$ cat src/rtl/tgt_rd_seq_pkg.sv
package tgt_rd_seq_pkg;

  typedef enum logic {
    SLICE_WIDE   = 1'b0,
    SLICE_NARROW = 1'b1
  } slice_mode_e;

endpackage

$ cat src/rtl/tgt_rd_ctrl.sv
module tgt_rd_ctrl
  import tgt_rd_seq_pkg::*;
#(
  parameter int WIDE_SLICES   = 2,
  parameter int NARROW_SLICES = 4,
  parameter int CNT_W         = 2
) (
  input  logic             clk,
  input  logic             rst,
  input  logic             req_n,
  input  logic             aen_n,
  input  logic             rden_n,
  input  logic             rlast_n,
  input  logic             clast_n,
  input  logic             mode_i,
  output logic [CNT_W-1:0] idx_o,
  output slice_mode_e      mode_eff_o,
  output logic             addr_xfer_o,
  output logic             data_xfer_o,
  output logic             done_o
);

  localparam logic [CNT_W-1:0] LAST_WIDE   = CNT_W'(WIDE_SLICES - 1);
  localparam logic [CNT_W-1:0] LAST_NARROW = CNT_W'(NARROW_SLICES - 1);

  logic [CNT_W-1:0] cnt_q;
  slice_mode_e      mode_q;
  slice_mode_e      mode_eff;
  logic             done_q;
  logic             at_zero;
  logic             at_last;
  logic             addr_xfer;
  logic             data_xfer;
  logic             addr_end;
  logic             data_end;

  assign at_zero   = (cnt_q == '0);
  assign mode_eff  = at_zero ? slice_mode_e'(mode_i) : mode_q;
  assign at_last   = (mode_eff == SLICE_NARROW) ? (cnt_q == LAST_NARROW)
                                                : (cnt_q == LAST_WIDE);
  assign addr_xfer = !req_n && !aen_n;
  assign data_xfer = !req_n && aen_n && !rden_n;
  assign addr_end  = addr_xfer && (at_last || !clast_n);
  assign data_end  = data_xfer && (at_last || !rlast_n);

  always_ff @(posedge clk) begin
    if (rst) begin
      cnt_q  <= '0;
      mode_q <= SLICE_WIDE;
      done_q <= 1'b0;
    end else begin
      done_q <= data_end;
      if (at_zero) begin
        mode_q <= slice_mode_e'(mode_i);
      end
      if (req_n) begin
        cnt_q <= '0;
      end else if (addr_end || data_end) begin
        cnt_q <= '0;
      end else if (addr_xfer || data_xfer) begin
        cnt_q <= cnt_q + 1'b1;
      end
    end
  end

  assign idx_o       = cnt_q;
  assign mode_eff_o  = mode_eff;
  assign addr_xfer_o = addr_xfer;
  assign data_xfer_o = data_xfer;
  assign done_o      = done_q;

endmodule

$ cat src/rtl/tgt_addr_slicer.sv
module tgt_addr_slicer
  import tgt_rd_seq_pkg::*;
#(
  parameter int ADDR_W        = 64,
  parameter int WIDE_W        = 32,
  parameter int NARROW_W      = 16,
  parameter int OUT_W         = 36,
  parameter int WIDE_SLICES   = 2,
  parameter int NARROW_SLICES = 4,
  parameter int CNT_W         = 2
) (
  input  logic              clk,
  input  logic              rst,
  input  logic [ADDR_W-1:0] addr_i,
  input  logic [CNT_W-1:0]  idx_i,
  input  slice_mode_e       mode_i,
  input  logic              xfer_i,
  output logic [OUT_W-1:0]  addr_o
);

  localparam int WIX_W = (WIDE_SLICES > 1) ? $clog2(WIDE_SLICES) : 1;

  logic [WIDE_W-1:0]   wide_sl   [WIDE_SLICES];
  logic [NARROW_W-1:0] narrow_sl [NARROW_SLICES];
  logic [OUT_W-1:0]    addr_q;

  for (genvar w = 0; w < WIDE_SLICES; w++) begin : g_wide
    assign wide_sl[w] = addr_i[w*WIDE_W +: WIDE_W];
  end

  for (genvar n = 0; n < NARROW_SLICES; n++) begin : g_narrow
    assign narrow_sl[n] = addr_i[n*NARROW_W +: NARROW_W];
  end

  always_ff @(posedge clk) begin
    if (rst) begin
      addr_q <= '0;
    end else if (xfer_i) begin
      if (mode_i == SLICE_NARROW) begin
        addr_q <= OUT_W'(narrow_sl[idx_i]);
      end else begin
        addr_q <= OUT_W'(wide_sl[idx_i[WIX_W-1:0]]);
      end
    end
  end

  assign addr_o = addr_q;

endmodule

$ cat src/rtl/tgt_rdata_asm.sv
module tgt_rdata_asm
  import tgt_rd_seq_pkg::*;
#(
  parameter int ADDR_W        = 64,
  parameter int WIDE_W        = 32,
  parameter int NARROW_W      = 16,
  parameter int NARROW_SLICES = 4,
  parameter int CNT_W         = 2
) (
  input  logic              clk,
  input  logic              rst,
  input  logic [WIDE_W-1:0] rd_i,
  input  logic [CNT_W-1:0]  idx_i,
  input  slice_mode_e       mode_i,
  input  logic              xfer_i,
  output logic [ADDR_W-1:0] rdata_o
);

  localparam int LANES_PER_WIDE = WIDE_W / NARROW_W;

  for (genvar j = 0; j < NARROW_SLICES; j++) begin : g_lane
    localparam int WIDE_IX = j / LANES_PER_WIDE;
    localparam int SUB_IX  = j % LANES_PER_WIDE;

    logic [NARROW_W-1:0] lane_q;
    logic                wr_narrow;
    logic                wr_wide;
    logic                clr;

    assign wr_narrow = xfer_i && (mode_i == SLICE_NARROW) && (idx_i == CNT_W'(j));
    assign wr_wide   = xfer_i && (mode_i == SLICE_WIDE) && (idx_i == CNT_W'(WIDE_IX));
    assign clr       = xfer_i && (idx_i == '0);

    always_ff @(posedge clk) begin
      if (rst) begin
        lane_q <= '0;
      end else if (wr_narrow) begin
        lane_q <= rd_i[NARROW_W-1:0];
      end else if (wr_wide) begin
        lane_q <= rd_i[SUB_IX*NARROW_W +: NARROW_W];
      end else if (clr) begin
        lane_q <= '0;
      end
    end

    assign rdata_o[j*NARROW_W +: NARROW_W] = lane_q;
  end

endmodule

$ cat src/rtl/tgt_rd_seq.sv
module tgt_rd_seq
  import tgt_rd_seq_pkg::*;
#(
  parameter int ADDR_W        = 64,
  parameter int WIDE_W        = 32,
  parameter int NARROW_W      = 16,
  parameter int WIDE_SIDE_W   = 4,
  parameter int NARROW_SIDE_W = 2,
  parameter int OUT_W         = WIDE_W + WIDE_SIDE_W,
  parameter int CNT_W         = $clog2(ADDR_W / NARROW_W)
) (
  input  logic              clk,
  input  logic              rst,
  input  logic              req_n,
  input  logic              aen_n,
  input  logic              rden_n,
  input  logic              rlast_n,
  input  logic              clast_n,
  input  logic              mode_i,
  input  logic [ADDR_W-1:0] addr_i,
  input  logic [WIDE_W-1:0] rd_i,
  output logic [OUT_W-1:0]  addr_o,
  output logic [ADDR_W-1:0] rdata_o,
  output logic [CNT_W-1:0]  state_o,
  output logic              done_o
);

  localparam int WIDE_SLICES   = ADDR_W / WIDE_W;
  localparam int NARROW_SLICES = ADDR_W / NARROW_W;

  logic [CNT_W-1:0] idx;
  slice_mode_e      mode_eff;
  logic             addr_xfer;
  logic             data_xfer;

  tgt_rd_ctrl #(
    .WIDE_SLICES  (WIDE_SLICES),
    .NARROW_SLICES(NARROW_SLICES),
    .CNT_W        (CNT_W)
  ) u_ctrl (
    .clk        (clk),
    .rst        (rst),
    .req_n      (req_n),
    .aen_n      (aen_n),
    .rden_n     (rden_n),
    .rlast_n    (rlast_n),
    .clast_n    (clast_n),
    .mode_i     (mode_i),
    .idx_o      (idx),
    .mode_eff_o (mode_eff),
    .addr_xfer_o(addr_xfer),
    .data_xfer_o(data_xfer),
    .done_o     (done_o)
  );

  tgt_addr_slicer #(
    .ADDR_W       (ADDR_W),
    .WIDE_W       (WIDE_W),
    .NARROW_W     (NARROW_W),
    .OUT_W        (OUT_W),
    .WIDE_SLICES  (WIDE_SLICES),
    .NARROW_SLICES(NARROW_SLICES),
    .CNT_W        (CNT_W)
  ) u_addr (
    .clk   (clk),
    .rst   (rst),
    .addr_i(addr_i),
    .idx_i (idx),
    .mode_i(mode_eff),
    .xfer_i(addr_xfer),
    .addr_o(addr_o)
  );

  tgt_rdata_asm #(
    .ADDR_W       (ADDR_W),
    .WIDE_W       (WIDE_W),
    .NARROW_W     (NARROW_W),
    .NARROW_SLICES(NARROW_SLICES),
    .CNT_W        (CNT_W)
  ) u_rdata (
    .clk    (clk),
    .rst    (rst),
    .rd_i   (rd_i),
    .idx_i  (idx),
    .mode_i (mode_eff),
    .xfer_i (data_xfer),
    .rdata_o(rdata_o)
  );

  assign state_o = idx;

endmodule

$ cat config.mk
export PLATFORM = sky130hd
export DESIGN_NAME = tgt_rd_seq
export DESIGN_NICKNAME = d
export VERILOG_FILES = /design/src/rtl/tgt_rd_seq_pkg.sv /design/src/rtl/tgt_rd_ctrl.sv /design/src/rtl/tgt_addr_slicer.sv /design/src/rtl/tgt_rdata_asm.sv /design/src/rtl/tgt_rd_seq.sv
export SDC_FILE = /design/constraint.sdc
export NUM_CORES = 1
export LEC_CHECK = 0
export ABC_AREA = 0
export BUFFER_PORTS_ARGS = -buffer_cell sky130_fd_sc_hd__clkbuf_2
export CAP_MARGIN = 20
export CORE_ASPECT_RATIO = 1.25
export CORE_MARGIN = 10
export CORE_UTILIZATION = 35
export DETAILED_ROUTE_END_ITERATION = 12
export HOLD_SLACK_MARGIN = 0.12
export PLACE_DENSITY = 0.73
export SLEW_MARGIN = 40
export SYNTH_ARGS = -nofsm -noshare
export SYNTH_HDL_FRONTEND = slang
export SYNTH_SLANG_ARGS = --single-unit
$ cat constraint.sdc
create_clock -name clk -period 3.2 [get_ports clk]
set_input_delay 0.48 -clock clk [delete_from_list [all_inputs] [get_ports clk]]
set_output_delay 0.48 -clock clk [all_outputs]
set_load 0.02 [all_outputs]
==> out/qor.yml <==
cts_tree: "built"
grt_util_met2_pct: 29.5
firstDrtPassIters: 7
finalHoldViolCount: 0
fp.dieW_microns: 125
hold-path-cell-count: 2
p_per_area_mw_per_mm2: 465
r2r-start: "u_ctrl.idx_o[1]"
grt.total_usage_pct: 18.6
hp-start: "rlast_n"
grt-ovfl-total: 0
crit_fanout: 38
setup.worst_path.start_class: "flop"
clock_skew_ns: 0.00939
cts_root_buf: "clkbuf_16"
cts.sinks: 100
place.gp.congestion: 0.830
post_cts_buffers: 0
leakage_nw: 2.69
setup_viol: 0
synth_cell_type_count: 40
antennaDiodeCount: 0
vdd_drop_max_v: 0.000306
first_iter_violations: 543
pin_count: 207
worstHoldEndpoint: "u_ctrl.done_o"
portBuffers: 202
rrSetupSlack_ns: 0.62
start_util_pct: 36.0
path_clk_slew_ns: 0.07
drive_gt1_share_pct: 31.8
die_area_sq_mm: 0.0188
detailed_place_hpwl_microns: 13300
nFillCells: 1339
layout.nets: 861
fp.dieH_microns: 151
top_usage_layer: "met2"
synthToLayoutAreaGrowth_pct: 29.1
relSlewSlack_pct: 46.5
core_sq_mm: 0.0133
core.rowCount: 47
worstPathArrival_ns: 2.79
r2r_end: "u_rdata.g_lane[3].lane_q[7]"
ys_seq_area_share_pct: 41.7
synth_area_per_cell_sq_um: 8.25
outcome: "finished, final reports clean"
cts.htree.levels: 3
grt_first_pass_wirelength_microns: 28200
clock_path_buffers: 2
cts_buffers: 9
vias: 5146
finalWirelength_microns: 18200
cts_resized: 0
clock_latency_ns: 0.35
fmax_mhz: 388
netlist_area_sq_mm: 0.00480
tightest_slew_ns: 0.803
grt_pass1_vias: 5042
end_kind: "flop"
antenna_found_initial: 0
ys_seq_elements: 100
use_met1_pct: 21.8
detail-route-antenna-nets: 0
maxCapViolCount: 0
critPathRequiredTime_ns: 3.42
reg2reg_depth: 6
hold_path_class: "in2reg"
hold_ws_ns: 0.341
slew_violations: 0
finalCritPeriodShare_pct: 80.5
routed_via_density: 5.54
path_class: "reg2reg"
wl_per_cell_microns: 19.6
grt_use_met3_pct: 7.24
final.setup.tns_ns: 0
holdBufCountCts: 0
rsz0062_at_grt: "false"
grt_max_degree: 50
yosys_warnings: 0
drc_errors: 0
synthCells: 582
period_needed_ns: 2.58
-- registers in the layout, indices dropped and copies added, names as in the netlist --
signal / cells
u_addr.addr_o: 32
u_ctrl.mode_q: 1
u_rdata.g_lane.lane_q: 64
u_ctrl.done_o: 1
u_ctrl.idx_o: 2
-- stage by stage --
step                setup WS (ns)  power [mW]  instances  cell area (sq um)  utilization [%]
finish                      0.624        2.88        929               6200             46.5
global route                0.397        3.00        929               6200             46.5
CTS                         0.609        2.92        929               6190             46.4
detailed placement          0.659        1.77        913               5890             44.1
global placement            0.680        1.76        913               5880             44.0
floorplan                   0.562        1.58        585               4810                -
-- power breakdown --
part	total [mW]	internal, mW	switching (mW)
clock network	1.14	0.623	0.516
registers	1.31	1.29	0.0247
logic	0.432	0.154	0.278
-- logic make-up after synthesis --
group,after synthesis,share of synthesized area [%]
AOI/OAI and AO/OA,189,24.0
muxes,37,8.00
adders and majority gates,4,1.04
buffers and inverters,75,6.82
other,1,0.0781
xor gates and xnor gates,1,0.182
DFF,100,41.7
and+or+nand+nor,175,18.2
-- cell usage in the layout, fill, tap and decap left out, drive strengths merged, types with 2 or more instances in the layout --
master,Yosys,routed
a2111oi,2,2
a21o,2,2
a21oi,101,101
a222oi,16,16
buf,21,13
clkbuf,36,211
conb,1,4
dfxtp,100,100
ha,4,4
inv,18,22
mux2,2,2
mux2i,35,35
nand2,65,65
nand2b,16,16
nand3,18,18
nand3b,16,16
nor2,18,18
nor3,33,33
o211ai,17,17
o21ai,16,16
o22ai,16,16
o31ai,16,16
or2,2,2
-- cell usage after synthesis (all sizes together) --
library cell / n / share of area [%]
nor2b: 1 / 0.13
o21ai: 16 / 1.7
o211ai: 17 / 2.7
a2111oi: 2 / 0.42
conb: 1 / 0.078
nor3b: 1 / 0.16
buf: 21 / 2.6
ha: 4 / 1.0
inv: 18 / 1.4
nor4b: 1 / 0.49
a222oi: 16 / 3.3
o22ai: 16 / 2.1
o31ai: 16 / 2.5
a211oi: 1 / 0.16
xnor2: 1 / 0.18
a21boi: 1 / 0.16
o21a: 1 / 0.18
nand4bb: 1 / 0.23
a21oi: 101 / 11
nor3: 33 / 3.5
and2: 1 / 0.13
nand2b: 16 / 2.1
mux2: 2 / 0.55
nand3b: 16 / 2.5
nor2: 18 / 1.4
or3: 1 / 0.13
dfxtp: 100 / 42
or2: 2 / 0.26
nand3: 18 / 1.9
a21o: 2 / 0.31
nand2: 65 / 5.1
clkbuf: 36 / 2.8
or3b: 1 / 0.18
mux2i: 35 / 7.4
-- worst max-delay path, stage by stage (launching register included) --
cell	delay [ns]
dfxtp_2	0.32
inv_1	0.09
ha_1	0.37
mux2_4	0.53
nand3_1	0.63
o22ai_1	0.41
nor3_1	0.09
-- routing by layer --
layer	up-vias	wire [microns]
met3	26	2090
met5	-	0
met2	279	8600
met1	2404	7050
met4	0	481
li1	2437	-
-- worst max-delay path by stage --
stage | startpoint | end | slack (ns) | cells past startpoint
2_1_floorplan | u_ctrl.idx_o[0] | u_ctrl.idx_o[0] | 0.56 | 10
3_3_place_gp | u_ctrl.idx_o[1] | u_rdata.g_lane[1].lane_q[6] | 0.68 | 6
3_5_place_dp | u_ctrl.idx_o[1] | u_rdata.g_lane[3].lane_q[6] | 0.66 | 6
4_1_cts | u_ctrl.idx_o[1] | u_rdata.g_lane[3].lane_q[7] | 0.61 | 6
5_1_grt | u_ctrl.idx_o[1] | u_rdata.g_lane[3].lane_q[15] | 0.40 | 6
6_report | u_ctrl.idx_o[1] | u_rdata.g_lane[3].lane_q[7] | 0.62 | 6
-- cell type report --
cell class	instances	area, sq um	share of cell area (%)
multi-input cells	410	2510	40.5
flip-flops and latches	100	2000	32.3
repair buffers	214	1100	17.8
clock buffers	10	229	3.69
well taps	171	214	3.45
clock inverters	6	76.3	1.23
inverters	18	67.6	1.09
Power figures use the tool's default switching activity.
